<file path="src/rtl/ser_eeprom_host.sv">
module ser_eeprom_host #(
  parameter int SK_HI_CYC  = 32,
  parameter int SK_LO_CYC  = 32,
  parameter int CS_LO_CYC  = 32,
  parameter int POLL_LIMIT = 1400000
) (
  input  logic        clk,
  input  logic        rst_n,
  input  logic        req_valid,
  output logic        req_ready,
  input  logic [2:0]  req_op,
  input  logic [5:0]  req_addr,
  input  logic [15:0] req_wdata,
  output logic        rsp_done,
  output logic        rsp_timeout,
  output logic [15:0] rsp_rdata,
  output logic        ee_cs,
  output logic        ee_sk,
  output logic        ee_di,
  input  logic        ee_do
);

  localparam int TMAX0 = (SK_HI_CYC > SK_LO_CYC) ? SK_HI_CYC : SK_LO_CYC;
  localparam int TMAX  = (TMAX0 > CS_LO_CYC) ? TMAX0 : CS_LO_CYC;
  localparam int TW    = $clog2(TMAX + 1);
  localparam int PW    = $clog2(POLL_LIMIT + 1);
  localparam logic [TW-1:0] HI_END   = TW'(SK_HI_CYC - 1);
  localparam logic [TW-1:0] LO_END   = TW'(SK_LO_CYC - 1);
  localparam logic [TW-1:0] CS_END   = TW'(CS_LO_CYC - 1);
  localparam logic [PW-1:0] POLL_END = PW'(POLL_LIMIT - 1);
  localparam logic [4:0]    RD_FIRST = 5'd10;

  typedef enum logic [2:0] {S_IDLE, S_SHIFT, S_GAP, S_POLL, S_TAIL} st_t;

  st_t            st;
  logic [TW-1:0]  tmr;
  logic [PW-1:0]  pcnt;
  logic [31:0]    tx;
  logic [4:0]     nbits, bcnt;
  logic           is_rd, is_prog;
  logic           cs_r, sk_r, done_r, to_r;
  logic [15:0]    rdata;

  logic [8:0]  f_hdr;
  logic [4:0]  f_len;
  logic        f_prog, f_rd, f_dat;

  always_comb begin
    f_hdr  = {3'b100, 6'b000000};
    f_len  = 5'd9;
    f_prog = 1'b0;
    f_rd   = 1'b0;
    f_dat  = 1'b0;
    case (req_op)
      3'd0: begin f_hdr = {3'b110, req_addr}; f_len = 5'd26; f_rd = 1'b1; end
      3'd1: begin f_hdr = {3'b101, req_addr}; f_len = 5'd25; f_prog = 1'b1; f_dat = 1'b1; end
      3'd2: begin f_hdr = {3'b111, req_addr}; f_prog = 1'b1; end
      3'd3: f_hdr = {3'b100, 6'b110000};
      3'd5: begin f_hdr = {3'b100, 6'b100000}; f_prog = 1'b1; end
      3'd6: begin f_hdr = {3'b100, 6'b010000}; f_len = 5'd25; f_prog = 1'b1; f_dat = 1'b1; end
      default: f_hdr = {3'b100, 6'b000000};
    endcase
  end

  assign req_ready   = (st == S_IDLE);
  assign ee_cs       = cs_r;
  assign ee_sk       = sk_r;
  assign ee_di       = cs_r & tx[31];
  assign rsp_done    = done_r;
  assign rsp_timeout = to_r;
  assign rsp_rdata   = rdata;

  always_ff @(posedge clk) begin
    if (!rst_n) begin
      st      <= S_TAIL;
      tmr     <= '0;
      pcnt    <= '0;
      tx      <= '0;
      nbits   <= '0;
      bcnt    <= '0;
      is_rd   <= 1'b0;
      is_prog <= 1'b0;
      cs_r    <= 1'b0;
      sk_r    <= 1'b0;
      done_r  <= 1'b0;
      to_r    <= 1'b0;
      rdata   <= '0;
    end else begin
      done_r <= 1'b0;
      to_r   <= 1'b0;
      case (st)
        S_IDLE: begin
          if (req_valid) begin
            st      <= S_SHIFT;
            cs_r    <= 1'b1;
            sk_r    <= 1'b0;
            tmr     <= '0;
            bcnt    <= '0;
            nbits   <= f_len;
            is_rd   <= f_rd;
            is_prog <= f_prog;
            rdata   <= '0;
            tx      <= {f_hdr, (f_dat ? req_wdata : 16'h0000), 7'b0};
          end
        end
        S_SHIFT: begin
          if (!sk_r) begin
            if (tmr == LO_END) begin
              sk_r <= 1'b1;
              tmr  <= '0;
              if (is_rd && bcnt >= RD_FIRST) rdata <= {rdata[14:0], ee_do};
            end else begin
              tmr <= tmr + 1'b1;
            end
          end else if (tmr == HI_END) begin
            sk_r <= 1'b0;
            tmr  <= '0;
            tx   <= tx << 1;
            bcnt <= bcnt + 1'b1;
            if (bcnt == nbits - 1'b1) begin
              cs_r <= 1'b0;
              if (is_prog) begin
                st <= S_GAP;
              end else begin
                st     <= S_TAIL;
                done_r <= 1'b1;
              end
            end
          end else begin
            tmr <= tmr + 1'b1;
          end
        end
        S_GAP: begin
          if (tmr == CS_END) begin
            st   <= S_POLL;
            cs_r <= 1'b1;
            tmr  <= '0;
            pcnt <= '0;
          end else begin
            tmr <= tmr + 1'b1;
          end
        end
        S_POLL: begin
          if (ee_do || pcnt == POLL_END) begin
            st     <= S_TAIL;
            cs_r   <= 1'b0;
            tmr    <= '0;
            done_r <= 1'b1;
            to_r   <= ~ee_do;
          end else begin
            pcnt <= pcnt + 1'b1;
          end
        end
        S_TAIL: begin
          if (tmr == CS_END) begin
            st  <= S_IDLE;
            tmr <= '0;
          end else begin
            tmr <= tmr + 1'b1;
          end
        end
        default: st <= S_IDLE;
      endcase
    end
  end

endmodule

</file>
<file path="config.mk">
export PLATFORM = sky130hd
export DESIGN_NAME = ser_eeprom_host
export DESIGN_NICKNAME = d
export VERILOG_FILES = /design/src/rtl/ser_eeprom_host.sv
export SDC_FILE = /design/constraint.sdc
export NUM_CORES = 1
export LEC_CHECK = 0
export BUFFER_PORTS_ARGS = -buffer_cell sky130_fd_sc_hd__clkbuf_2
export CORE_ASPECT_RATIO = 0.9
export CORE_MARGIN = 1
export CORE_UTILIZATION = 25
export DETAILED_ROUTE_END_ITERATION = 12
export GPL_ROUTABILITY_DRIVEN = 0
export SLEW_MARGIN = 20
export SYNTH_ARGS = -nofsm -noshare
export SYNTH_HDL_FRONTEND = slang
export SYNTH_SLANG_ARGS = --single-unit
</file>
<file path="constraint.sdc">
create_clock -name clk -period 2.2 [get_ports clk]
set_input_delay 0.44 -clock clk [delete_from_list [all_inputs] [get_ports clk]]
set_output_delay 0.44 -clock clk [all_outputs]
set_load 0.03 [all_outputs]
</file>
# After elaboration in Yosys (flattened, before gate mapping)
# Index checks and enable logic that the tools add are counted.
# totals
wordCells	115
ff_bits	94
output_inout_bits	22
# op_classes
n_addsub	4
reduce_logical	20
n_eq_ne	22
n_bitwise	2
n_mux	53
order_cmp	1
# ops
cell	count
two-way mux 32 bit	3
two-way mux 16 bit	5
case mux 32 bit (2 select lines)	1
case mux 8 bit (6 select lines)	1
two-way mux 21 bit	2
case mux 21 bit (2 select lines)	1
case mux 16 bit (2 select lines)	1
two-way mux 3 bit	8
adder 21 x 1 -> 21 bit (second input constant)	1
equality test 21 bit (second input constant)	1
!= test 2 bit (second input constant)	10
case mux 5 bit (2 select lines)	2
two-way mux 1 bit	18
two-way mux 6 bit	3
case mux 6 bit (3 select lines)	1
two-way mux 5 bit	3
case mux 3 bit (5 select lines)	1
AND reduction 7 bit	2
equality test 3 x 2 -> 1 bit (second input constant)	4
equality test 3 bit (second input constant)	3
AND reduction 3 bit	3
adder 6 x 1 -> 6 bit (second input constant)	1
equality test 3 x 1 -> 1 bit (second input constant)	2
equality test 6 x 5 -> 1 bit (second input constant)	1
20 further kinds	24

# Logic depth before layout (Yosys ltp)
# Gate-level depths: netlist of run 1.
# depth
word_depth	6
depth_mapped	8
mapped_depth_nobuf	8

# Least setup slack after synthesis of run 1
# OpenSTA, ideal clock, no wires.
# synth_path
path_kind	reg-to-reg
from	register st[2]
to	register tx[19]
t_required_ns	2.068
setup_ns	0.132
path_stages_with_launch	9
path_slack_ns	-0.162
arrival_time_ns	2.230
synth_period_minus_slack_ns	2.362
path_cell_list	dfxtp_1 -> buf_2 -> nor3_1 -> and2_1 -> clkbuf_1 -> a21oi_1 -> buf_2 -> a221oi_1 -> nor3_1
# synth_between
elab_chain_cells	3
elab_cells_between_ends	8
# synth_rtl
item	line_no	rtl
from (decl)	35	st_t st;
from (signal assigned)	75	st <= S_TAIL;
from (signal assigned)	94	st <= S_SHIFT;
from (signal assigned)	123	st <= S_GAP;
zero test 3 bit (*)	--	
net req_ready	10	output logic req_ready,
!= test 2 bit (no line) or nonzero test 2 bit (tied branches)	--	
AND reduction 4 bit (no line)	--	
to (signal assigned)	103	tx <= {f_hdr, (f_dat ? req_wdata : 16'h0000), 7'b0};
to (signal assigned)	118	tx <= tx << 1;
to (decl)	38	logic [31:0] tx;
# The timed path passes the listed nets; every way through them passes the cells marked *.
# A chain may end at the register's enable or synchronous reset.

# Worst setup path after layout of run 1
# layout_path
from	register st[0]
to	register pcnt[17]
# layout_between
elab_chain_cells	3
elab_cells_between_ends	7
# layout_rtl
item	line_no	rtl
equality test 3 x 2 -> 1 bit	91	case (st)
!= test 2 bit (no line) or nonzero test 2 bit (tied branches)	--	
AND reduction 3 bit (no line)	--	
to (signal assigned)	151	pcnt <= pcnt + 1'b1;
to (decl)	37	logic [PW-1:0] pcnt;
# Parallel ways exist; a longest one is shown, timed or not.

==> results of run 1 <==
-- what timing repair did --
item / CTS / global route
hold buffers: 0 / 0
resized for setup: 0 / 14
setup endpoints to repair: 0 / 21
-- cell usage after synthesis (all sizes together), types with 8 or more instances --
| library cell | instances | area [um^2] |
|---|---|---|
| nor3 | 37 | 190.2 |
| nand2 | 46 | 172.7 |
| inv | 16 | 60.06 |
| nand4 | 21 | 137.6 |
| or3 | 11 | 68.82 |
| nor2 | 52 | 197.7 |
| xnor2 | 8 | 70.07 |
| a221oi | 19 | 166.4 |
| buf | 14 | 91.33 |
| nand3 | 11 | 55.05 |
| or4 | 8 | 63.81 |
| dfxtp | 85 | 1702 |
| o21ai | 33 | 165.2 |
| clkbuf | 22 | 82.58 |
| a21oi | 28 | 140.1 |
-- cell type report --
type	instances	share of cell area, %
clock inverters	7	1.963
inverters	16	1.208
clock buffers	9	4.529
well taps	202	5.083
multi-input cells	349	43.76
repair buffers	76	9.210
flip-flops and latches	85	34.25
-- cells by family (layout without fill, tap and decap cells) --
| kind of cell | after synthesis | count (layout) | synth area share [%] |
|---|---|---|---|
| AO/OA/AOI/OAI | 114 | 114 | 19.27 |
| XOR/XNOR | 16 | 16 | 3.835 |
| buffers and inverters | 52 | 108 | 5.784 |
| AND/OR/NAND/NOR | 210 | 210 | 26.45 |
| flip-flops | 85 | 85 | 42.07 |
| multiplexers | 3 | 3 | 0.7424 |
| adder cells (fa/ha/maj) | 6 | 6 | 1.856 |
-- metrics by stage --
stage	setup WS [ns]	instances	TNS (ns)	utilization, %
finish	0.1171	744	0	31.87
floorplan	0.1247	486	0	-
detailed placement	0.02640	728	0	29.41
global route	-0.02657	744	-0.05821	31.87
CTS	0.02262	744	0	31.48
global placement	0.03151	728	0	29.41
-- sequential cells by signal, indices dropped and copies added, names as in the netlist, 3 cells and up --
signal,flops
tmr,6
tx,25
nbits,4
bcnt,5
pcnt,21
rsp_rdata,16
st,3
-- critical path, stage by stage, from the launching register on --
cell and delay (ns):
dfxtp_1 0.48, and4bb_4 0.32, o41ai_1 0.13, a311o_1 0.39, buf_4 0.19, or3_1 0.35, a21oi_1 0.15
-- metal layers --
metal | track usage, % | vias to the layer above
li1 | - | 1876
met1 | 17.02 | 1738
met2 | 19.54 | 62
met3 | 3.924 | 6
met4 | 5.278 | 0
met5 | 0 | -
-- layout by cell type (no fill, tap or decap), types with 2 or more instances in the layout --
cell / n
a211oi_1: 5
a21oi_1: 28
a221o_1: 2
a221oi_1: 19
a311o_1: 2
and2_1: 4
and3_1: 2
and4_1: 2
buf_4: 25
bufinv_16: 2
clkbuf_16: 9
clkbuf_2: 50
clkinvlp_4: 2
dfxtp_1: 84
ha_1: 5
inv_1: 16
mux2i_1: 3
nand2_1: 46
nand2b_1: 3
nand3_1: 10
nand4_1: 20
nor2_1: 50
nor2_2: 2
nor3_1: 34
nor3_2: 2
nor4_1: 2
o211ai_1: 3
o21ai_0: 14
o21ai_1: 19
o31ai_1: 6
or3_1: 11
or4_1: 7
xnor2_1: 8
xor2_1: 7
-- power groups by stage --
stage                     clock [uW]  combinational [uW]  sequential (uW)
after detailed placement           0                 112             1580
after global placement             0                 109             1580
after global routing            1770                 126             1550
after CTS                       1690                 113             1550
after floorplan                    0                61.9             1580
final                           1640                 113             1550
-- worst max-delay path by stage --
stage	from	endpoint	slack (ns)
floorplan	st[2]	tx[19]	0.12
global placement	pcnt[0]	rsp_done	0.03
detailed placement	ee_do	pcnt[16]	0.03
CTS	pcnt[0]	rsp_done	0.02
global route	st[0]	tx[8]	-0.03
finish	st[0]	pcnt[17]	0.12
==> results by group, run 1 <==
Drt
  • Routed WL: 10160 um
  • DR DRC count: 0
  • Remaining antenna violation count: 0
  • Met1 WL: 4905 um
  • DR WL/cell: 13.66 um
  • Met3 Wirelength: 420 um
  • 1st-pass router iterations: 4
  • Met2 routed WL: 4734 um
  • DR top layer: met4
  • Avg Vias per Cell: 4.949
  • 1st-iter DRT viols: 253
  • Vias: 3682

STA
  • Clock skew: 0.01587 ns
  • Worst hold margin: 0.3508 ns
  • Fin crit share: 94.68%
  • Slew headroom: 57.85%
  • Final Hold Fails: 0
  • Final min period: 2.083 ns
  • Max Fclk: 480.1 MHz
  • RSZ-0062 raised after global routing: yes
  • Worst slew pin tran: 0.6241 ns
  • Final setup fails: 0
  • Slew Limit Fails: 0

Clock tree
  • Root Driver: clkbuf_16
  • CTS clock-pin slew for the worst setup and hold paths: 0.07 ns
  • Clock Path Buffers: 2
  • Later-pin clock latency in the skew report: 0.34 ns
  • Cts bufs inserted: 9
  • CTS H-tree lvls: 3
  • Num Clock Sinks: 85
  • CTS tree: built
  • Post-CTS setup buffer count: 0

Worst setup path
  • FF-to-FF End: pcnt[17]
  • Reg2reg setup slack: 0.12 ns
  • Worst Path Arrival: 2.35 ns
  • Crit Reg-Reg Startpoint: st[0]
  • Crit Path Category: reg -> reg
  • CP Launch Type: register
  • Crit Path Max Fanout: 15
  • Required @ worst endpoint: 2.47 ns
  • Crit path capture type: register
  • Worst reg2reg path depth: 6

Run status
  • Run status: completed

Power
  • Switching power total: 718.1 uW
  • Internal Power: 2585 uW
  • Final Total Pwr: 3303 uW
  • Sequential share of power: 46.9%
  • Clock share of power: 49.7%
  • P_leak: 0.001783 uW
  • Peak VDD IR: 352.0 uV
  • Gate power share: 3.4%
  • Switching portion of total power: 21.74%
  • Power Density: 664.2 nW/um^2

Finish
  • FF/Latch Area: 1703 um^2
  • Number of diodes: 0
  • Layout area overhead: 22.92%
  • Footprint of the multi-input gates: 2176 um^2
  • Layout Nets: 572
  • Share of layout cells above drive strength 1: 20.66%
  • Layout fillers: 1638
  • Post-layout instance area: 4972 um^2

Global routing
  • Largest net degree at the start of global routing: 39
  • Gr usage total: 12.93%
  • Number of global-route vias before repair: 3439
  • Initial antenna violation count: 0
  • First-pass GRT wire length: 16900 um
  • Total congestion overflow: 0

Min path
  • Worst hold start: req_wdata[0]
  • Hold Crit Class: in -> reg
  • Hold Crit Endpoint: tx[7]
  • Hold Crit Depth: 3

Yosys
  • Synth Net Count: 521
  • Netlist cell types: 60
  • Fraction of registers with async set or reset after synthesis: 0%
  • Number of enable flip-flop cells after synthesis: 0
  • Main synth FF type: dfxtp_1
  • Yosys warns: 0
  • Synthesized area: 4045 um^2
  • Synthesized instance count: 486
  • Seq/Total Area, Yosys: 42.07%
  • Avg Cell Area, Syn: 8.323 um^2
  • #FFs+latches synth: 85

Floorplan
  • IO Pins: 51
  • Die height: 122.7 um
  • Initial core utilization: 25.93%
  • DIE AREA: 16690 um^2
  • Die Width: 136.1 um
  • Total core area: 15600 um^2
  • Number of cell rows: 43

Place
  • Placed cell areas: 4589 um^2
  • Hpwl dp: 7100 um
  • # port buffers: 50

Run
  • Max-cap viol count: 0
No activity file was read; power rests on OpenSTA's default activity.
==> run 2: changes to the inputs <==
--- a/config.mk
+++ b/config.mk
@@ -6,11 +6,14 @@
 export NUM_CORES = 1
 export LEC_CHECK = 0
 export BUFFER_PORTS_ARGS = -buffer_cell sky130_fd_sc_hd__clkbuf_2
+export CELL_PAD_IN_SITES_DETAIL_PLACEMENT = 0
+export CELL_PAD_IN_SITES_GLOBAL_PLACEMENT = 1
 export CORE_ASPECT_RATIO = 0.9
 export CORE_MARGIN = 1
 export CORE_UTILIZATION = 25
 export DETAILED_ROUTE_END_ITERATION = 12
 export GPL_ROUTABILITY_DRIVEN = 0
+export PLACE_DENSITY_LB_ADDON = 0.1
 export SLEW_MARGIN = 20
 export SYNTH_ARGS = -nofsm -noshare
 export SYNTH_HDL_FRONTEND = slang
==> results by group, run 2 (same netlist as run 1, synthesis figures left out) <==
Finish
  • Number of diodes: 0 (unchanged)
  • Max FFs per register: 25 (unchanged)
  • Commonest non-fill, non-tap cell in the layout: dfxtp_1
  • Most flops, register: tx
  • Final Non-Filler Cells: 754 (+1.3%)
  • Most frequent cells in the layout: 83 x dfxtp_1, 50 x clkbuf_2, 49 x nor2_1
  • Layout Nets: 583 (+1.9%)
  • Post-layout instance area: 5047 um^2 (+1.5%)
  • Layout fillers: 1715 (+4.7%)
  • Share of layout cells above drive strength 1: 22.64% (+2.0 points)
  • Layout area overhead: 24.78%

Drt
  • Remaining antenna violation count: 0 (unchanged)
  • Routed WL: 11180 um (+10%)
  • DR DRC count: 0 (unchanged)
  • DR WL/cell: 14.83 um (+8.6%)
  • 1st-iter DRT viols: 162 (-36%)
  • 1st-pass router iterations: 4 (unchanged)
  • Vias: 3697 (+0.41%)
  • Avg Vias per Cell: 4.903 (-0.92%)

Worst setup path
  • CP Launch Type: register
  • Cell chain of the critical path: inv_2 -> ha_4 -> ha_4 -> xnor2_1 -> nor4_2 -> buf_4 -> a31oi_4 -> a2111oi_4 -> and2_1
  • Reg2reg setup slack: 0.10 ns (about the same)
  • Crit path capture type: register
  • Crit Reg-Reg Startpoint: nbits[0]
  • CP max-delay cell: a2111oi_4
  • Worst Path Arrival: 2.38 ns (+0.03 ns)
  • Crit Path Category: reg -> reg
  • CP max stage delay: 0.38 ns (-0.10 ns)
  • Critical path launch point: nbits[0]
  • Crit Path Max Fanout: 3 (-12)
  • Required @ worst endpoint: 2.48 ns (about the same)
  • Worst path most repeated cell: ha_4

Clock tree
  • Cts hold-fix bufs: 0 (unchanged)
  • CTS H-tree lvls: 3 (unchanged)
  • Cts bufs inserted: 9 (unchanged)
  • Root Driver: clkbuf_16
  • Clock Path Buffers: 2 (unchanged)
  • Num Clock Sinks: 85 (unchanged)
  • Later-pin clock latency in the skew report: 0.34 ns (about the same)
  • CTS clock-pin slew for the worst setup and hold paths: 0.06 ns (about the same)
  • CTS tree: built

Global routing
  • Total congestion overflow: 0 (unchanged)
  • Number of global-route vias before repair: 3557 (+3.4%)
  • Largest net degree at the start of global routing: 44 (+13%)
  • Initial antenna violation count: 0 (unchanged)
  • First-pass GRT wire length: 18220 um (+7.8%)
  • Gr usage total: 14.08% (+1.2 points)

Floorplan
  • Number of cell rows: 43 (unchanged)
  • Initial core utilization: 25.93% (unchanged)
  • Total core area: 15600 um^2 (unchanged)
  • Die Width: 136.1 um (unchanged)
  • DIE AREA: 16690 um^2 (unchanged)
  • IO Pins: 51 (unchanged)
  • Die height: 122.7 um (unchanged)

Min path
  • Worst hold start: req_wdata[0]
  • Hold Crit Class: in -> reg

Power
  • P_leak: 0.001830 uW (+2.6%)
  • Power Density: 617.5 nW/um^2 (-7.0%)
  • Peak VDD IR: 367.5 uV (+4.4%)

STA
  • Worst slew pin tran: 0.6392 ns (+0.01513 ns)
  • Final setup fails: 0 (unchanged)
  • Clock skew: 0.008138 ns (-0.007731 ns)
  • Slew headroom: 57.34% (-0.51 points)
  • Fin crit share: 95.28% (+0.60 points)
  • Slew Limit Fails: 0 (unchanged)
  • Final min period: 2.096 ns (+0.01322 ns)
  • Max Fclk: 477.1 MHz (-0.63%)
  • Final Hold Fails: 0 (unchanged)

Run status
  • Run status: completed

Run
  • Max-cap viol count: 0 (unchanged)

Place
  • Hpwl dp: 7840 um (+10%)
  • # port buffers: 50 (unchanged)
  • Placed cell areas: 4682 um^2 (+2.0%)
  • Placed Cells: 738 (+1.4%)
run 2: cell count changes in the layout (fill, tap and decap cells not counted), sizes merged:
cell,previous run,this run
buf,26,37
clkbuf,59,64
clkinv,2,1
inv,17,16
clkinvlp,2,0
bufinv,2,0
run 2: cell type report:
| cell class | instances | area [um^2] | area share [%] |
|---|---|---|---|
| sequential | 85 | 1704 | 33.76 |
| multi-input combinational | 349 | 2198 | 43.55 |
| clock inverter | 1 | 5.005 | 0.09916 |
| inverter | 16 | 60.06 | 1.190 |
| tap | 202 | 252.7 | 5.007 |
| clock buffer | 14 | 274.0 | 5.429 |
| timing repair buffer | 87 | 553.0 | 10.96 |
run 2: report_power, final:
group	total, uW	internal [uW]	switching, uW
sequential	1550	1540	6.06
combinational	119	46.5	72.1
clock	1450	851	598
total	3120	2440	676
run 2: critical path: cells and delay by family, from the launching register on:
kind | cells | cell delay [ns]
buffers and inverters | 2 | 0.23
DFF | 1 | 0.35
xor gates and xnor gates | 1 | 0.14
AOI/OAI and AO/OA | 2 | 0.49
adders and majority gates | 2 | 0.37
and+or+nand+nor | 2 | 0.47
run 2: metrics by stage:
stage / hold WS [ns] / setup slack, ns / power, uW / utilization, % / setup TNS, ns
final: 0.3310 / 0.1039 / 3117 / 32.35 / 0
after global routing: 0.3407 / -0.009171 / 3256 / 32.35 / -0.009171
after CTS: 0.3194 / 0.01063 / 3176 / 31.80 / 0
after detailed placement: 0.4484 / -0.02168 / 1699 / 30.01 / -0.02168
after global placement: 0.4417 / 0.04521 / 1699 / 30.01 / 0
after floorplan: 0.4321 / 0.1247 / 1644 / - / 0
run 2: timing repair:
| action | CTS | global route |
|---|---|---|
| setup endpoints to repair | 0 | 28 |
| setup buffers | 0 | 1 |
| resized for setup | 0 | 19 |
run 2: path summary, 6_finish.rpt:
path / to / cells past startpoint
setup / recovery: rsp_done / 9
hold / removal: tx[7] / 3
hold reg to reg: tx[27] / 2
setup reg to reg: rsp_done / 9
run 2: layer usage:
metal	global-route usage (%)	vias up	part of all wire [%]
li1	-	1893	-
met1	19.20	1736	50
met2	21.22	56	45
met3	3.304	12	3.5
met4	5.694	0	1.7
met5	0	-	0
==> run 3: changes to the inputs <==
==> constraint.sdc (replaced) <==
create_clock -name clk -period 2.1 [get_ports clk]
set_input_delay 0.42 -clock clk [delete_from_list [all_inputs] [get_ports clk]]
set_output_delay 0.42 -clock clk [all_outputs]
set_load 0.03 [all_outputs]
==> results by group, run 3 (same netlist as run 1, synthesis figures left out) <==
Finish
  • Max FFs per register: 25 (unchanged)
  • Layout area overhead: 28.33%
  • Layout fillers: 1671 (-2.6%)
  • Layout Nets: 601 (+3.1%)
  • Commonest non-fill, non-tap cell in the layout: dfxtp_1
  • Share of layout cells above drive strength 1: 24.87% (+2.2 points)
  • Most flops, register: tx
  • Most frequent cells in the layout: 85 x dfxtp_1, 53 x buf_4, 50 x clkbuf_2
  • Number of diodes: 0 (unchanged)
  • Final Non-Filler Cells: 773 (+2.5%)

Worst setup path
  • Crit Reg-Reg Startpoint: pcnt[0]
  • CP Launch Type: register
  • Crit Path Max Fanout: 7 (+4)
  • Critical path launch point: pcnt[0]
  • Crit Path Category: reg -> reg
  • Crit path capture type: register
  • Critical Path End: pcnt[3]
  • Reg2reg setup slack: 0.11 ns (about the same)
  • Required @ worst endpoint: 2.38 ns (-0.10 ns)
  • Worst reg2reg path depth: 7 (-2)
  • FF-to-FF End: pcnt[3]
  • Worst Path Arrival: 2.27 ns (-0.11 ns)

STA
  • Worst slew pin tran: 0.6515 ns (+0.01229 ns)
  • Slew Limit Fails: 0 (unchanged)
  • Clock skew: 0.009242 ns (+0.001104 ns)
  • Final min period: 1.993 ns (-0.1031 ns)
  • Final setup fails: 0 (unchanged)
  • RSZ-0062 raised after global routing: no
  • Slew headroom: 56.52% (-0.82 points)
  • Fin crit share: 94.90% (-0.37 points)
  • Final Hold Fails: 0 (unchanged)
  • Max Fclk: 501.8 MHz (+5.2%)

Global routing
  • Total congestion overflow: 0 (unchanged)
  • First-pass GRT wire length: 18550 um (+1.8%)
  • Number of global-route vias before repair: 3607 (+1.4%)
  • Initial antenna violation count: 0 (unchanged)
  • Gr usage total: 14.39% (+0.31 points)
  • Largest net degree at the start of global routing: 33 (-25%)

Floorplan
  • Initial core utilization: 25.93% (unchanged)
  • Number of cell rows: 43 (unchanged)
  • IO Pins: 51 (unchanged)
  • DIE AREA: 16690 um^2 (unchanged)
  • Die height: 122.7 um (unchanged)
  • Total core area: 15600 um^2 (unchanged)
  • Die Width: 136.1 um (unchanged)

Drt
  • DR WL/cell: 14.58 um (-1.7%)
  • Avg Vias per Cell: 4.869 (-0.69%)
  • Remaining antenna violation count: 0 (unchanged)
  • Vias: 3764 (+1.8%)
  • 1st-pass router iterations: 4 (unchanged)
  • Routed WL: 11270 um (+0.81%)
  • DR DRC count: 0 (unchanged)
  • 1st-iter DRT viols: 162 (unchanged)

Run
  • Max-cap viol count: 0 (unchanged)

Clock tree
  • Later-pin clock latency in the skew report: 0.35 ns (about the same)
  • Root Driver: clkbuf_16
  • CTS clock-pin slew for the worst setup and hold paths: 0.06 ns (about the same)
  • Num Clock Sinks: 85 (unchanged)
  • Cts bufs inserted: 9 (unchanged)
  • CTS H-tree lvls: 3 (unchanged)
  • Post-CTS setup buffer count: 0 (unchanged)
  • Clock Path Buffers: 2 (unchanged)
  • CTS tree: built

Power
  • Clock share of power: 47.9% (+1.4 points)
  • Sequential share of power: 48.3% (-1.4 points)
  • Switching power total: 743.8 uW (+10%)
  • P_leak: 0.001926 uW (+5.3%)
  • Switching portion of total power: 22.14% (+0.45 points)
  • Final Total Pwr: 3359 uW (+7.8%)
  • Gate power share: 3.8% (about the same)
  • Peak VDD IR: 389.3 uV (+5.9%)
  • Power Density: 647.1 nW/um^2 (+4.8%)
  • Internal Power: 2616 uW (+7.2%)

Place
  • Placed Cells: 757 (+2.6%)
  • Hpwl dp: 8097 um (+3.3%)
  • # port buffers: 50 (unchanged)

Min path
  • Hold Crit Class: in -> reg

Run status
  • Run status: completed
[run 3: cell type report]
| type | count | area [um^2] | area share [%] |
|---|---|---|---|
| sequential | 85 | 1702 | 32.78 |
| clock inverter | 5 | 50.05 | 0.9641 |
| clock buffer | 11 | 242.7 | 4.676 |
| inverter | 16 | 60.06 | 1.157 |
| tap | 202 | 252.7 | 4.869 |
| timing repair buffer | 105 | 688.2 | 13.26 |
| multi-input combinational | 349 | 2196 | 42.30 |
[run 3: how the worst min path moves through the flow]
stage	end	slack, ns	cells after the start	startpoint
global route	tx[7]	0.31	3	req_wdata[0]
global placement	tx[27]	0.44	2	tx[27]
finish	tx[7]	0.31	3	req_wdata[0]
floorplan	tx[27]	0.43	2	tx[27]
CTS	tx[7]	0.29	3	req_wdata[0]
detailed placement	tx[27]	0.45	2	tx[27]
[run 3: layer usage]
layer	part of all wire (%)	up-vias	GRT usage (%)	wire, um
met5	0	-	0	0
met4	1.4	0	5.417	163
met3	3.1	11	3.222	349
met2	45	41	22.68	5094
met1	50	1774	19.08	5663
li1	-	1938	-	-
[run 3: critical path, cell delays in order (launching register included)]
cell and delay [ns]:
dfxtp_1 0.34, ha_2 0.21, nand4bb_1 0.15, or4_4 0.47, o21a_4 0.29, buf_4 0.16
nand4_1 0.12, mux2i_1 0.19
[run 3: power by group through the flow]
stage | registers [uW] | clock network (uW) | logic (uW)
2_1_floorplan | 1660 | 0 | 64.8
3_3_place_gp | 1660 | 0 | 127
3_5_place_dp | 1660 | 0 | 128
4_1_cts | 1620 | 1680 | 129
5_1_grt | 1620 | 1740 | 143
6_report | 1620 | 1610 | 128
[run 3: stage by stage]
step                      TNS (ns)  hold WS [ns]  cell area (um^2)  setup WS, ns  utilization (%)
after floorplan                  0        0.4321              4050       0.02465                -
after global placement           0        0.4424              4825       0.04356            30.92
after detailed placement  -0.06437        0.4475              4825      -0.02018            30.92
after CTS                        0        0.2925              5117      0.006738            32.80
after global routing             0        0.3143              5191      0.004821            33.27
final                            0        0.3142              5191        0.1071            33.27
[run 3: what timing repair did]
item,CTS,global route
gates resized for setup,1,16
pin swaps,0,1
endpoints found under the setup margin,1,47
hold buffers,0,0
